==> config.mk <==
export PLATFORM = sky130hd
export DESIGN_NAME = event_down_counter
export DESIGN_NICKNAME = d
export VERILOG_FILES = /design/src/rtl/evc_pkg.sv /design/src/rtl/evc_src_mux.sv /design/src/rtl/evc_regs.sv /design/src/rtl/evc_core.sv /design/src/rtl/event_down_counter.sv
export SDC_FILE = /design/constraint.sdc
export NUM_CORES = 1
export LEC_CHECK = 0
export BUFFER_PORTS_ARGS = -buffer_cell sky130_fd_sc_hd__buf_2
export CORE_ASPECT_RATIO = 0.6
export CORE_UTILIZATION = 40
export CTS_BUF_LIST = sky130_fd_sc_hd__clkbuf_16
export DETAILED_ROUTE_END_ITERATION = 12
export PLACE_DENSITY = 0.72
export RECOVER_POWER = 100
export SETUP_SLACK_MARGIN = 0.15
export SLEW_MARGIN = 20
export SYNTH_ARGS = -nofsm -noshare
export SYNTH_HDL_FRONTEND = slang
export SYNTH_SLANG_ARGS = --single-unit
==> constraint.sdc <==
create_clock -name clk -period 3.2 [get_ports clk]
set_input_delay 0.16 -clock clk [delete_from_list [all_inputs] [get_ports clk]]
set_output_delay 0.16 -clock clk [all_outputs]
set_load 0.01 [all_outputs]
==> src/rtl/evc_pkg.sv <==
package evc_pkg;
    localparam int CTRL_W     = 32;
    localparam int N_SINGLE   = 16;
    localparam int N_PAIR     = 8;
    localparam int SEL_W      = $clog2(N_SINGLE);
    localparam int PAIR_SEL_W = $clog2(N_PAIR);

    // writable control bits; all others read as zero
    localparam logic [CTRL_W-1:0] CTRL_MASK = 32'h0003_8F8F;

    typedef enum logic [1:0] {
        WSEL_CTRL   = 2'd0,
        WSEL_RELOAD = 2'd1,
        WSEL_COUNT  = 2'd2,
        WSEL_NONE   = 2'd3
    } wsel_e;

    typedef struct packed {
        logic             chain_en;
        logic             self_rld;
        logic             rld_pair;
        logic [SEL_W-1:0] rld_sel;
        logic             dec_pair;
        logic [SEL_W-1:0] dec_sel;
    } ctrl_t;

    function automatic ctrl_t unpack_ctrl(input logic [CTRL_W-1:0] w);
        ctrl_t c;
        c.chain_en = w[17];
        c.self_rld = w[16];
        c.rld_pair = w[15];
        c.rld_sel  = w[11:8];
        c.dec_pair = w[7];
        c.dec_sel  = w[3:0];
        return c;
    endfunction
endpackage

==> src/rtl/evc_src_mux.sv <==
module evc_src_mux
    import evc_pkg::*;
(
    input  logic [N_SINGLE-1:0] single_i,
    input  logic [N_PAIR-1:0]   pair_i,
    input  logic                use_pair,
    input  logic [SEL_W-1:0]    sel,
    output logic                hit
);
    logic [PAIR_SEL_W-1:0] pair_sel;
    logic                  sel_msb_unused;

    assign pair_sel       = sel[PAIR_SEL_W-1:0];
    assign sel_msb_unused = sel[SEL_W-1];

    always_comb begin
        if (use_pair) hit = pair_i[pair_sel] | (sel_msb_unused & 1'b0);
        else          hit = single_i[sel];
    end
endmodule

==> src/rtl/evc_regs.sv <==
module evc_regs
    import evc_pkg::*;
#(
    parameter int CNT_W = 16
) (
    input  logic              clk,
    input  logic              rst_n,
    input  logic              wr_en,
    input  logic [1:0]        wr_sel,
    input  logic [CTRL_W-1:0] wr_data,
    output logic [CTRL_W-1:0] ctrl_word,
    output logic [CNT_W-1:0]  reload_val
);
    always_ff @(posedge clk) begin
        if (!rst_n) begin
            ctrl_word  <= '0;
            reload_val <= '0;
        end else if (wr_en) begin
            unique case (wsel_e'(wr_sel))
                WSEL_CTRL:   ctrl_word  <= wr_data & CTRL_MASK;
                WSEL_RELOAD: reload_val <= wr_data[CNT_W-1:0];
                WSEL_COUNT, WSEL_NONE: ;
            endcase
        end
    end
endmodule

==> src/rtl/evc_core.sv <==
module evc_core #(
    parameter int CNT_W = 16
) (
    input  logic             clk,
    input  logic             rst_n,
    input  logic             load_en,
    input  logic [CNT_W-1:0] load_val,
    input  logic             rld_fire,
    input  logic             dec_fire,
    input  logic [CNT_W-1:0] reload_val,
    output logic [CNT_W-1:0] count_q,
    output logic             at_zero,
    output logic             reload_pulse
);
    typedef enum logic {ST_ACTIVE, ST_EXPIRED} phase_e;

    phase_e           state_q, state_d;
    logic [CNT_W-1:0] cnt_d;
    logic             pulse_q;

    // next count: write > reload > saturating decrement
    always_comb begin
        if (load_en)                          cnt_d = load_val;
        else if (rld_fire)                    cnt_d = reload_val;
        else if (dec_fire && count_q != '0)   cnt_d = count_q - 1'b1;
        else                                  cnt_d = count_q;
    end

    // transitions: drain (ACTIVE->EXPIRED), rearm (EXPIRED->ACTIVE)
    always_comb begin
        state_d = state_q;
        unique case (state_q)
            ST_ACTIVE:  if (cnt_d == '0) state_d = ST_EXPIRED;
            ST_EXPIRED: if (cnt_d != '0) state_d = ST_ACTIVE;
        endcase
    end

    always_ff @(posedge clk) begin
        if (!rst_n) begin
            state_q <= ST_EXPIRED;
            count_q <= '0;
        end else begin
            state_q <= state_d;
            count_q <= cnt_d;
        end
    end

    // output process
    always_ff @(posedge clk) begin
        if (!rst_n) pulse_q <= 1'b0;
        else        pulse_q <= rld_fire & ~load_en;
    end

    assign at_zero      = (state_q == ST_EXPIRED);
    assign reload_pulse = pulse_q;
endmodule

==> src/rtl/event_down_counter.sv <==
module event_down_counter
    import evc_pkg::*;
#(
    parameter int CNT_W = 16
) (
    input  logic                clk,
    input  logic                rst_n,
    input  logic [N_SINGLE-1:0] res_single,
    input  logic [N_PAIR-1:0]   res_pair,
    input  logic                chain_in,
    input  logic                wr_en,
    input  logic [1:0]          wr_sel,
    input  logic [CTRL_W-1:0]   wr_data,
    output logic [CTRL_W-1:0]   ctrl_rd,
    output logic [CNT_W-1:0]    count,
    output logic                at_zero,
    output logic                reload_pulse
);
    logic [CTRL_W-1:0] ctrl_word;
    logic [CNT_W-1:0]  reload_val;
    ctrl_t             cfg;
    logic              dec_res, rld_res;
    logic              dec_fire, rld_fire, cnt_wr;

    evc_regs #(.CNT_W(CNT_W)) u_regs (
        .clk(clk), .rst_n(rst_n), .wr_en(wr_en), .wr_sel(wr_sel),
        .wr_data(wr_data), .ctrl_word(ctrl_word), .reload_val(reload_val)
    );

    assign cfg = unpack_ctrl(ctrl_word);

    evc_src_mux u_dec_mux (
        .single_i(res_single), .pair_i(res_pair),
        .use_pair(cfg.dec_pair), .sel(cfg.dec_sel), .hit(dec_res)
    );

    evc_src_mux u_rld_mux (
        .single_i(res_single), .pair_i(res_pair),
        .use_pair(cfg.rld_pair), .sel(cfg.rld_sel), .hit(rld_res)
    );

    assign cnt_wr   = wr_en && (wsel_e'(wr_sel) == WSEL_COUNT);
    assign dec_fire = dec_res | (cfg.chain_en & chain_in);
    assign rld_fire = rld_res | (cfg.self_rld & dec_res & (count == '0));

    evc_core #(.CNT_W(CNT_W)) u_core (
        .clk(clk), .rst_n(rst_n),
        .load_en(cnt_wr), .load_val(wr_data[CNT_W-1:0]),
        .rld_fire(rld_fire), .dec_fire(dec_fire), .reload_val(reload_val),
        .count_q(count), .at_zero(at_zero), .reload_pulse(reload_pulse)
    );

    assign ctrl_rd = ctrl_word;
endmodule

======== After elaboration in Yosys (flattened, before gate mapping) ========
Cells that the tools add are included.
storage, ports and cells
  input bits .............................. 62
  bits in registers ....................... 46
  word-level logic and storage cells ...... 45
  output and inout port bits .............. 50
operators by class
  bitwise gates (word level) .............. 8
  reduce and logical (&&, ||, !) cells .... 9
  equality and inequality tests ........... 2
  order comparisons ....................... 4
  add/subtract/negate cells ............... 1
  mux-type cells .......................... 16
operator list
  kind                   count
  $mux 16                3
  $logic_not 16->1       2
  $reduce_bool 16->1     2
  $sub 16x1->16 const B  1
  $lt 4x5->1 const B     2
  $bmux 1 s4             2
  $lt 3x4->1 const B     2
  $mux 1                 8
  $bmux 1 s3             2
  $and 1x1->1            4
  $reduce_and 2->1       2
  $eq 2x1->1 const B     1
  $eq 2x2->1 const B     1
  $logic_and 1x1->1      2
  $logic_not 2->1        1
  $not 1->1              2
  $or 1x1->1             2
  $pmux 1 s2             1

======== Longest topological paths before layout ========
  depth in word-level cells ............... 11
  depth in mapped cells ................... 12
  gate-level depth less buffers ........... 10

======== Modules after synthesis ========
From an unflattened synthesis, not the netlist that was laid out.
second synthesis, totals
  cell total of the unflattened synthesis .. 356
  area total of the unflattened synthesis .. 3,129.3 sq um
modules (own cells, without submodules)
  module              area each (sq um)  seq. area each (sq um)  cells an instance  times used
  evc_core            1,371.3            360.3                   174                1
  evc_regs            1,238.7            560.5                   133                1
  evc_src_mux         231.5              0.0                     20                 2
  event_down_counter  56.3               0.0                     9                  1

======== Least setup slack after synthesis ========
No wires, ideal clock.
  path type ............................... reg2reg
  start point ............................. register u_core.count_q[3]
  end point ............................... register u_core.state_q, in the netlist u_core.at_zero
  data arrival time ....................... 2.943 ns
  clock period less this slack ............ 3.039 ns
  cell stages (with the launch flop) ...... 11
  setup slack ............................. 0.161 ns
  library setup time ...................... 0.096 ns
  required time ........................... 3.104 ns
  path buffers ............................ 1
  path through ............................ dfxtp_1 or4_4 buf_6 or3_4 or2_4 a211oi_4 or3_4 o211ai_1 nor4_1 nand4_1 o41ai_2
between the ends
  cells in the longest elaborated chain, start to end .. 8
  elaborated cells on any way between the ends .. 14
  classes of those cells .................. add/sub: 1; mux: 6; bitwise: 2; reduce/logical: 5
RTL lines
  item                                                           RTL line                        source
  from (decl)                                                    evc_core.sv:11                  output logic [CNT_W-1:0] count_q,
  from (signal assigned)                                         evc_core.sv:44                  count_q <= cnt_d;
  branches (longest 3 deep; another with $sub 16x1->16)          -
  $mux 16 (*)                                                    evc_core.sv:24                  else if (rld_fire) cnt_d = reload_val;
  $mux 16 (*)                                                    evc_core.sv:23                  if (load_en) cnt_d = load_val;
  $reduce_bool 16->1 / $logic_not 16->1 (equally long branches)  evc_core.sv:34, evc_core.sv:33
  $mux 1, on equally long branches                               evc_core.sv:34, evc_core.sv:33
  $pmux 1 s2 (*)                                                 evc_core.sv:32                  unique case (state_q)
  to (signal assigned)                                           evc_core.sv:43                  state_q <= state_d;
  to (decl)                                                      evc_core.sv:17                  phase_e state_q, state_d;
Mark *: on every way between the ends.
A chain may end at the register's enable or synchronous reset.

======== Final worst setup path ========
  start point ............................. register u_core.count_q[5]
  end point ............................... register u_core.state_q, in the netlist u_core.at_zero
The elaborated chain is that of the path after synthesis.

==> metrics.yaml <==
die_w_um: 116
cp_common_cell: "or3_4"
clk_pin_slew_ns: 0.07
synth_mux_area_share_pct: 13.4
yosysWarnings: 0
rr_worst_depth: 9
initial_core_util_pct: 42.0
grt-ovfl-total: 0
post_synth_num_cell_types: 53
hold_viol: 0
critPathTopFamily: "simple AND/OR/NAND/NOR gates"
cts.path.max_buffers: 2
drc_errors: 0
antenna_found_initial: 0
synth-edff-count: 0
cts_tree: "built"
min-delay-start: "wr_data[6]"
numPortBuffers: 77
rows: 24
slew-limit-headroom_pct: 36.1
viasPerCell: 5.43
cpMaxStageDelayCell: "or4_4"
area_growth_syn_to_layout_pct: 22.9
maxSlewViolCount: 0
ys.flop_type: "dfxtp_1"
worstSetupPathDepth: 9
cp.buffers_inverters: 0
grt_setup_unrepaired: "true"
die_area_mm2: 0.00810
synth-xor-area-share_pct: 3.40
crit_type: "register to register"
grt_max_degree: 47
startpoint: "u_core.count_q[5]"
leakage_nw: 1.43
synth_compound_area_share_pct: 17.2
fin_nets: 519
skew_ns: 0.00375
final.setup.tns_ns: 0
syn_inst: 366
worstSetupStartpointType: "register"
core_mm2: 0.00736
track_usage_pct: 23.4
status: "completed"
pin_count: 112
hpwlAfterDp_um: 7100
drive_above_1_share_pct: 25.2
yosysSeqAreaShare_pct: 29.8
cp.required_ns: 3.39
p_per_area_mw_per_mm2: 538
avgSynthCellArea_um2: 8.45
maxClockFrequency_ghz: 0.321
grt_pass1_vias: 2736
fin_crit_ns: 3.12
grt_pass1_wl_um: 14400
worstMarginPinSlew_ns: 0.959
routedWlPerCell_um: 16.9
reg2reg_from: "u_core.count_q[5]"
synthAdderAreaFrac_pct: 0.809
syn-cell-area_mm2: 0.00309
clock_latency_ns: 0.29
place_congestion: 0.963
cp.arrival_ns: 3.31
ys_ff_latch: 46
synth_simple_gate_area_share_pct: 25.0
numCtsBuffers: 5
postPlaceCellArea_mm2: 0.00358
synth_top_family_by_area: "simple AND/OR/NAND/NOR gates"
drv_cap: 0
clock-sinks: 46
cp-end-kind: "register"
n_antenna_cell: 0
drtPass1Iterations: 5
root_buffer: "clkbuf_16"
path_cells: "or4_4 > or3_4 > or2_4 > a211oi_4 > or3_4 > o211ai_1 > nor4_1 > nand4_1 > o41ai_2"
hold_path.class: "primary input to register"
hold_depth: 3
async_flop_share_pct: 0
cts_htree_levels: 2
vias: 3038
drt_iter0_drc: 278
drt-total-wl_um: 9490
setup_viol: 0
postRouteAntennaNets: 0
die_h_um: 70.1
cp_max_fo: 5
design_area_mm2: 0.00380
ir_drop_mv: 0.356
period_share_pct: 97.4
max_stage_delay_ns: 0.50
## cell families after synthesis
kind of cell	count (synthesis)
mux	30
simple gates	151
xor+xnor	12
buf+inv	49
other cells	1
flops	46
fa+ha+maj	2
compound gates	75
## worst reg2reg max path, delay by kind of cell, from the launching register on
family	cells	cell delay, ns
AO/OA/AOI/OAI	3	0.80
flip-flops	1	0.35
AND/OR/NAND/NOR	6	1.89
## Yosys cell counts, drive strengths merged, types with 3 or more instances
cell    instances  share of area [%]
o21ai          13                2.1
or2             5                1.1
mux2i          20                6.5
inv             5               0.61
nand3          12                1.9
nor3            3               0.49
nand4           5                1.0
a21boi         21                5.1
nor2           14                1.7
o211ai         12                2.9
a21oi          12                1.9
clkbuf         16                2.8
or3             3               0.97
a211oi          4                1.4
and2            8                1.7
dfxtp          46                 30
nor4            5                1.0
nand3b          6                1.5
nor2b          20                4.0
a31oi           3               0.61
nand2          62                7.5
mux4            9                6.6
xnor2          11                3.1
buf            28                7.0
## placed cells by master (no fill, tap or decap), types with 6 or more instances in the layout
| cell | n |
|---|---|
| a21boi_0 | 20 |
| o21ai_0 | 11 |
| buf_4 | 20 |
| dfxtp_1 | 44 |
| nor2_1 | 13 |
| clkbuf_1 | 31 |
| mux2i_1 | 20 |
| nor2b_1 | 20 |
| nand3b_1 | 6 |
| o211ai_1 | 12 |
| mux4_2 | 9 |
| conb_1 | 20 |
| buf_2 | 51 |
| nand2_1 | 62 |
| a21oi_1 | 10 |
| nand3_1 | 12 |
| xnor2_1 | 11 |
## metrics by stage
stage	worst slack [ns]	utilization [%]	hold slack, ns	cells	total power (W)
after floorplan	0.161	-	0.305	385	0.00110
after CTS	0.152	52.2	0.125	558	0.00204
after detailed placement	0.0527	48.7	0.423	547	0.00132
final	0.0833	51.6	0.128	560	0.00205
after global routing	0.00690	51.6	0.131	560	0.00213
after global placement	0.113	48.7	0.411	547	0.00131
## area by class of cell
cell class                 instances  area, um^2
multi-input combinational        290        1950
inverter                           5        18.8
timing repair buffer             107         579
fill                             718        3560
clock buffer                       5         125
tap                              104         130
clock inverter                     3        68.8
sequential                        46         926
## state kept, by name, summed over array words and instances, names as in the netlist
register	cells
u_core.count_q	16
u_core.at_zero	1
u_regs.ctrl_word	12
u_regs.reload_val	16
u_core.reload_pulse	1
## per-layer routing
| layer | part of all wire (%) | vias to the layer above | GRT usage [%] |
|---|---|---|---|
| li1 | - | 1432 | - |
| met1 | 47 | 1424 | 36.1 |
| met2 | 41 | 165 | 32.7 |
| met3 | 11 | 17 | 5.64 |
| met4 | 0.79 | 0 | 3.90 |
| met5 | 0 | - | 0 |
## worst paths after layout
| path | end | slack [ns] |
|---|---|---|
| min | u_regs.reload_val[6] | 0.13 |
| max | u_core.at_zero | 0.08 |
| min reg2reg | u_regs.reload_val[6] | 0.47 |
| max reg2reg | u_core.at_zero | 0.08 |
## report_power, final
part / switching [W] / internal (W) / total [W]
Sequential: 0.0000481 / 0.000612 / 0.000661
Clock: 0.000231 / 0.000449 / 0.000680
Combinational: 0.000392 / 0.000312 / 0.000704
Total: 0.000672 / 0.00137 / 0.00205
## repair_timing
item	4_1_cts	5_1_grt
hold buffers	0	0
buffers inserted	3	2
pin swaps	7	7
cloned	0	0
resized for setup	16	0
setup endpoints to repair	2	2
(Power assumes the default switching activity.)
